File: config.mk
export PLATFORM = sky130hd
export DESIGN_NAME = lfru_engine
export DESIGN_NICKNAME = d
export VERILOG_FILES = /design/src/rtl/lfru_pkg.sv /design/src/rtl/lfru_cam.sv /design/src/rtl/lfru_lru_find.sv /design/src/rtl/lfru_victim.sv /design/src/rtl/lfru_engine.sv
export SDC_FILE = /design/constraint.sdc
export NUM_CORES = 1
export LEC_CHECK = 0
export BUFFER_PORTS_ARGS = -buffer_cell sky130_fd_sc_hd__buf_2
export CAP_MARGIN = 20
export CORE_ASPECT_RATIO = 0.9
export CORE_MARGIN = 4
export CORE_UTILIZATION = 48
export CTS_BUF_LIST = sky130_fd_sc_hd__clkbuf_8 sky130_fd_sc_hd__clkbuf_16
export CTS_CLUSTER_SIZE = 30
export DETAILED_ROUTE_END_ITERATION = 6
export PLACE_DENSITY = 0.74
export SLEW_MARGIN = 20
export SYNTH_ARGS = -nofsm -noshare
export SYNTH_HDL_FRONTEND = slang
export SYNTH_SLANG_ARGS = --single-unit
File: constraint.sdc
create_clock -name clk -period 12.77 [get_ports clk]
set_clock_uncertainty 0.05 [all_clocks]
set_input_delay 0 -clock clk [delete_from_list [all_inputs] [get_ports clk]]
set_output_delay 0 -clock clk [all_outputs]
set_load 0.02 [all_outputs]
File: src/rtl/lfru_pkg.sv
package lfru_pkg;
    typedef enum logic [2:0] {
        ST_IDLE,
        ST_CMP,
        ST_EVICT,
        ST_DEMOTE,
        ST_PLACE,
        ST_RESP
    } lfru_state_e;
endpackage

File: src/rtl/lfru_cam.sv
// Key comparison across one group; reports the lowest matching slot.
module lfru_cam #(
    parameter int N    = 4,
    parameter int KW   = 16,
    parameter int IW   = (N > 1) ? $clog2(N) : 1
) (
    input  logic [N-1:0][KW-1:0] keys,
    input  logic [N-1:0]         vld,
    input  logic [KW-1:0]        key,
    output logic                 hit,
    output logic [IW-1:0]        idx
);
    logic [N-1:0] match;

    for (genvar g = 0; g < N; g++) begin : g_cmp
        assign match[g] = vld[g] && (keys[g] == key);
    end

    always_comb begin
        idx = '0;
        for (int i = N - 1; i >= 0; i--) begin
            if (match[i]) idx = IW'(i);
        end
    end

    assign hit = |match;
endmodule

File: src/rtl/lfru_lru_find.sv
// Locates the protected slot whose recency age is the oldest.
module lfru_lru_find #(
    parameter int N  = 4,
    parameter int AW = (N > 1) ? $clog2(N) : 1
) (
    input  logic [N-1:0][AW-1:0] ages,
    output logic [AW-1:0]        idx
);
    localparam logic [AW-1:0] OLDEST = AW'(N - 1);

    always_comb begin
        idx = '0;
        for (int i = 0; i < N; i++) begin
            if (ages[i] == OLDEST) idx = AW'(i);
        end
    end
endmodule

File: src/rtl/lfru_victim.sv
// Ranks open slots: empty first, then smallest count, ties to lowest index.
module lfru_victim #(
    parameter int N  = 8,
    parameter int CW = 4,
    parameter int IW = (N > 1) ? $clog2(N) : 1
) (
    input  logic [N-1:0]         vld,
    input  logic [N-1:0][CW-1:0] cnt,
    output logic [IW-1:0]        idx
);
    logic [N-1:0][CW:0] score;
    logic [CW:0]        best;

    for (genvar g = 0; g < N; g++) begin : g_score
        assign score[g] = vld[g] ? {1'b1, cnt[g]} : '0;
    end

    always_comb begin
        idx  = '0;
        best = score[0];
        for (int i = 1; i < N; i++) begin
            if (score[i] < best) begin
                best = score[i];
                idx  = IW'(i);
            end
        end
    end
endmodule

File: src/rtl/lfru_engine.sv
module lfru_engine
    import lfru_pkg::*;
#(
    parameter int P_WAYS = 4,
    parameter int U_WAYS = 8,
    parameter int KEY_W  = 16,
    parameter int CNT_W  = 4
) (
    input  logic             clk,
    input  logic             rst_n,
    input  logic             req_valid,
    input  logic             req_insert,
    input  logic [KEY_W-1:0] req_key,
    input  logic [CNT_W-1:0] promo_thr,
    output logic             busy,
    output logic             resp_valid,
    output logic             resp_hit,
    output logic             evict_valid,
    output logic [KEY_W-1:0] evict_key
);
    localparam int PI_W = (P_WAYS > 1) ? $clog2(P_WAYS) : 1;
    localparam int UI_W = (U_WAYS > 1) ? $clog2(U_WAYS) : 1;
    localparam logic [CNT_W-1:0] CNT_MAX = '1;
    localparam logic [CNT_W-1:0] CNT_ONE = CNT_W'(1);

    lfru_state_e state_q, state_d;

    logic [P_WAYS-1:0][KEY_W-1:0] p_key;
    logic [P_WAYS-1:0]            p_vld;
    logic [P_WAYS-1:0][PI_W-1:0]  p_age;
    logic [U_WAYS-1:0][KEY_W-1:0] u_key;
    logic [U_WAYS-1:0]            u_vld;
    logic [U_WAYS-1:0][CNT_W-1:0] u_cnt;

    logic [KEY_W-1:0] key_q;
    logic             ins_q, hit_q, evv_q;
    logic [KEY_W-1:0] evk_q;
    logic [UI_W-1:0]  vict_q;
    logic [PI_W-1:0]  lru_q;

    logic             p_hit, u_hit;
    logic [PI_W-1:0]  p_idx, lru_idx, touch_idx;
    logic [UI_W-1:0]  u_idx, vict_idx;
    logic [CNT_W-1:0] inc_cnt;
    logic             saturate, promote, cmp_u, touch_en;

    lfru_cam #(.N(P_WAYS), .KW(KEY_W), .IW(PI_W)) u_pcam (
        .keys(p_key), .vld(p_vld), .key(key_q), .hit(p_hit), .idx(p_idx));
    lfru_cam #(.N(U_WAYS), .KW(KEY_W), .IW(UI_W)) u_ucam (
        .keys(u_key), .vld(u_vld), .key(key_q), .hit(u_hit), .idx(u_idx));
    lfru_lru_find #(.N(P_WAYS), .AW(PI_W)) u_lru (
        .ages(p_age), .idx(lru_idx));
    lfru_victim #(.N(U_WAYS), .CW(CNT_W), .IW(UI_W)) u_vict (
        .vld(u_vld), .cnt(u_cnt), .idx(vict_idx));

    // Use-count arithmetic and recency update selection
    always_comb begin
        inc_cnt  = (u_cnt[u_idx] == CNT_MAX) ? CNT_MAX : u_cnt[u_idx] + CNT_ONE;
        saturate = (inc_cnt == CNT_MAX);
        promote  = (promo_thr != '0) && (inc_cnt >= promo_thr);
        cmp_u    = (state_q == ST_CMP) && !p_hit && u_hit;
        touch_en  = 1'b0;
        touch_idx = lru_q;
        if (state_q == ST_CMP && p_hit) begin
            touch_en  = 1'b1;
            touch_idx = p_idx;
        end else if (cmp_u && promote) begin
            touch_en  = 1'b1;
            touch_idx = lru_idx;
        end else if (state_q == ST_PLACE) begin
            touch_en  = 1'b1;
        end
    end

    // Next-state logic
    always_comb begin
        state_d = state_q;
        unique case (state_q)
            ST_IDLE:   if (req_valid) state_d = ST_CMP;
            ST_CMP:    state_d = (p_hit || u_hit || !ins_q) ? ST_RESP : ST_EVICT;
            ST_EVICT:  state_d = ST_DEMOTE;
            ST_DEMOTE: state_d = ST_PLACE;
            ST_PLACE:  state_d = ST_RESP;
            ST_RESP:   state_d = ST_IDLE;
            default:   state_d = ST_IDLE;
        endcase
    end

    // State register
    always_ff @(posedge clk or negedge rst_n) begin
        if (!rst_n) state_q <= ST_IDLE;
        else        state_q <= state_d;
    end

    // Outputs
    always_comb begin
        busy        = (state_q != ST_IDLE);
        resp_valid  = (state_q == ST_RESP);
        resp_hit    = resp_valid && hit_q;
        evict_valid = resp_valid && evv_q;
        evict_key   = evk_q;
    end

    // Key and metadata storage
    always_ff @(posedge clk or negedge rst_n) begin
        if (!rst_n) begin
            for (int i = 0; i < P_WAYS; i++) begin
                p_key[i] <= '0;
                p_vld[i] <= 1'b0;
                p_age[i] <= PI_W'(i);
            end
            for (int j = 0; j < U_WAYS; j++) begin
                u_key[j] <= '0;
                u_vld[j] <= 1'b0;
                u_cnt[j] <= '0;
            end
            key_q  <= '0;
            ins_q  <= 1'b0;
            hit_q  <= 1'b0;
            evv_q  <= 1'b0;
            evk_q  <= '0;
            vict_q <= '0;
            lru_q  <= '0;
        end else begin
            if (touch_en) begin
                for (int i = 0; i < P_WAYS; i++) begin
                    if (PI_W'(i) == touch_idx)          p_age[i] <= '0;
                    else if (p_age[i] < p_age[touch_idx]) p_age[i] <= p_age[i] + 1'b1;
                end
            end
            case (state_q)
                ST_IDLE: if (req_valid) begin
                    key_q <= req_key;
                    ins_q <= req_insert;
                    hit_q <= 1'b0;
                    evv_q <= 1'b0;
                end
                ST_CMP: begin
                    hit_q <= p_hit || u_hit;
                    if (cmp_u) begin
                        for (int j = 0; j < U_WAYS; j++) begin
                            if (saturate && UI_W'(j) != u_idx) u_cnt[j] <= u_cnt[j] >> 1;
                        end
                        if (promote) begin
                            u_key[u_idx]   <= p_key[lru_idx];
                            u_vld[u_idx]   <= p_vld[lru_idx];
                            u_cnt[u_idx]   <= CNT_ONE;
                            p_key[lru_idx] <= u_key[u_idx];
                            p_vld[lru_idx] <= 1'b1;
                        end else begin
                            u_cnt[u_idx] <= saturate ? (inc_cnt >> 1) : inc_cnt;
                        end
                    end
                end
                ST_EVICT: begin
                    vict_q <= vict_idx;
                    lru_q  <= lru_idx;
                    evv_q  <= u_vld[vict_idx];
                    evk_q  <= u_key[vict_idx];
                end
                ST_DEMOTE: begin
                    u_key[vict_q] <= p_key[lru_q];
                    u_vld[vict_q] <= p_vld[lru_q];
                    u_cnt[vict_q] <= p_vld[lru_q] ? CNT_ONE : '0;
                end
                ST_PLACE: begin
                    p_key[lru_q] <= key_q;
                    p_vld[lru_q] <= 1'b1;
                end
                default: ;
            endcase
        end
    end
endmodule

==> impl_metrics.yaml <==
run_status:
  status: "complete, but fails checks"
  failing_checks: "hold timing"
setup_path:
  path_max_fanout: 18
  timing.setup.critical_path_class: "reg2reg"
  critPathMostFrequentCell: "sky130_fd_sc_hd__ha_1"
  critical-path-slowest-cell: "sky130_fd_sc_hd__dfrtp_1"
  worstRegToRegCells: 55
  crit_path_start_kind: "register"
  worst_setup_path_end_kind: "register"
  data_required_time_at_the_worst_endpoint_ns: 13.14
  cp_slowest_stage_delay_ns: 0.51
  critical_path_arrival_ns: 12.19
drt:
  drt_drc_violations_left: 0
  routed_via_density: 6.80
  drt-initial-drc-count: 3032
  avgRoutedWirePerCell_um: 26.6
  drtPass1Iterations: 6
  antenna_left: 0
  routed-via-count: 21500
  routed_wl_um: 84000
cts:
  tritoncts_clock_tree: "yes"
  cts_max_level: 2
  cts_buffers: 35
  clkSinkCount: 287
  clk_pin_slew_ns: 0.06
  clock_path_buffers: 3
  cts_root_buf: "sky130_fd_sc_hd__clkbuf_16"
  clk-insertion-delay-late_ns: 0.59
floorplanning:
  die_h_um: 207
  dieWidth_um: 230
  initial_utilization_pct: 48.9
  io-pin-count: 44
  design.die.area_um2: 47600
  core_region_area_um2: 43300
  rows: 72
layout:
  antenna_cells_inserted: 0
  final_net_count: 2589
  finalCoreUtilization_pct: 54.8
  fraction_of_final_layout_cells_with_drive_strength_greater_than_1_pct: 12.9
  flow.area_growth_from_synthesis_pct: 12.0
  final_cell_count_no_fill: 3157
  fill_cells: 3899
  final_common_cell: "sky130_fd_sc_hd__dfrtp_1"
  layout.cells.most_common_list: "283 x sky130_fd_sc_hd__dfrtp_1, 271 x sky130_fd_sc_hd__nand2_1, 269 x sky130_fd_sc_hd__nor2_1"
logic_synthesis:
  synthArstFlopShare_pct: 100
  netlist_area_um2: 21200
  post_synth_inst_count: 2573
  ys_dominant_reg_cell: "sky130_fd_sc_hd__dfrtp_1"
  yosys_warnings: 0
  synth_seq_cells: 287
  synthesis.area_per_instance_um2: 8.24
  synth.distinct_cells: 91
  seq_area_frac_synth_pct: 33.9
  synth.net_count: 2623
  synth-edff-count: 0
timing:
  layout_min_cycle_time_ns: 11.82
  final.hold.worst_slack_ns: -0.0611
  post-route-period-util_pct: 92.5
  final-setup-viol-count: 0
  final_hold_viol_count: 15
  fmax_ghz: 0.0846
  max_slew_margin_pct: 18.1
  worst_pin_slew_ns: 1.23
  timing_max_transition_violations_final: 0
global_routing:
  antenna_found_initial: 1
  via_count_of_the_first_global_routing_pass: 20400
  grt_max_degree: 94
  grt.overflow.total: 0
  groute.usage.overall_pct: 34.1
  first_pass_grt_wire_length_um: 127000
flow_run:
  max-cap-violations: 0
placed_design:
  buffer_ports.inserted: 43
  place_inst: 3069
  dp_hpwl_um: 57700
  global_placer_s_final_weighted_congestion: 1.02
hold_path:
  hold_path_class: "in2async"
[synth_stat cells, drive strengths merged, types with 20 or more instances]
cell / number / area [µm²]
nand4: 29 / 181
nand2: 275 / 1040
dfrtp: 283 / 7080
a21oi: 234 / 1170
a211oi: 20 / 165
inv: 41 / 154
nor4: 32 / 213
nand3: 84 / 425
nor2: 277 / 1060
and3: 28 / 180
o21ai: 199 / 996
a22oi: 200 / 1500
mux2: 61 / 694
ha: 26 / 325
o211ai: 41 / 308
xor2: 66 / 578
and2: 26 / 163
xnor2: 126 / 1100
mux2i: 102 / 1030
clkbuf: 170 / 638
buf: 35 / 160
[sequential cells by signal (all words and copies together), names as in the netlist]
name	cells
evict_key	16
evv_q	1
hit_q	1
ins_q	1
key_q	16
lru_q	2
p_age	8
p_key	64
p_vld	4
state_q	3
u_cnt	32
u_key	128
u_vld	8
vict_q	3
[cell families after synthesis]
logic type                 Yosys count  synth area share, %
buffers and inverters              249                 4.54
adders and majority gates           26                 1.53
muxes                              180                 9.95
AOI/OAI and AO/OA                  811                 24.3
xor gates and xnor gates           192                 7.93
and+or+nand+nor                    828                 17.9
DFF                                287                 33.9
[timing repair]
action	CTS	global route
endpoints found under the hold margin	109	0
hold buffers	19	0
setup endpoints to repair	0	20
setup buffers	0	5
resized for setup	0	13
[metrics by stage]
step | hold slack (ns) | cell area (µm²) | TNS (ns) | worst slack [ns]
global route | 0.0369 | 23700 | -0.0189 | -0.00943
detailed placement | 0.0195 | 22100 | 0 | 0.162
finish | -0.0611 | 23700 | 0 | 0.951
floorplan | -0.346 | 21200 | 0 | 1.88
global placement | 0.0160 | 22100 | 0 | 0.387
CTS | 0.00671 | 23600 | 0 | 0.121
[routing by layer]
| metal | GRT usage (%) | up-vias | wire (µm) |
|---|---|---|---|
| met5 | 0 | - | 13 |
| li1 | - | 9248 | - |
| met3 | 7.16 | 339 | 9690 |
| met1 | 45.1 | 10300 | 31700 |
| met2 | 52.6 | 1546 | 36900 |
| met4 | 18.7 | 2 | 5650 |
[path summary, 6_finish.rpt]
kind,from,end,slack [ns]
worst min register to register,p_age[2]$_DFFE_PN1P_,p_age[2]$_DFFE_PN1P_,0.45
worst max register to register,u_vld[1]$_DFFE_PN0P_,evict_key[7]$_DFFE_PN0P_,0.95
worst min-delay path,rst_n,p_key[61]$_DFFE_PN0P_,-0.06
min in group clk,req_key[6],key_q[6]$_DFFE_PN0P_,0.14
worst max-delay path,u_vld[1]$_DFFE_PN0P_,evict_key[7]$_DFFE_PN0P_,0.95
max in group asynchronous,rst_n,evict_key[1]$_DFFE_PN0P_,10.47
[layout make-up]
cell class | count | area (µm²) | area share, %
timing repair buffer | 134 | 976 | 4.11
inverter | 44 | 165 | 0.696
multi-input combinational | 2037 | 13400 | 56.4
clock inverter | 21 | 323 | 1.36
clock buffer | 42 | 972 | 4.09
tap | 592 | 741 | 3.12
sequential | 287 | 7190 | 30.3
[worst max-delay path, delay by kind of cell, from the launching register on]
family	cells	cell delay (ns)
flip-flops	1	0.51
multiplexers	1	0.28
buffers and inverters	5	0.74
AND/OR/NAND/NOR	17	2.46
AO/OA/AOI/OAI	25	5.52
adder cells (fa/ha/maj)	7	2.08
Power is not shown: default switching activity piles up to over one toggle a cycle in this logic, so the estimate is an artifact.
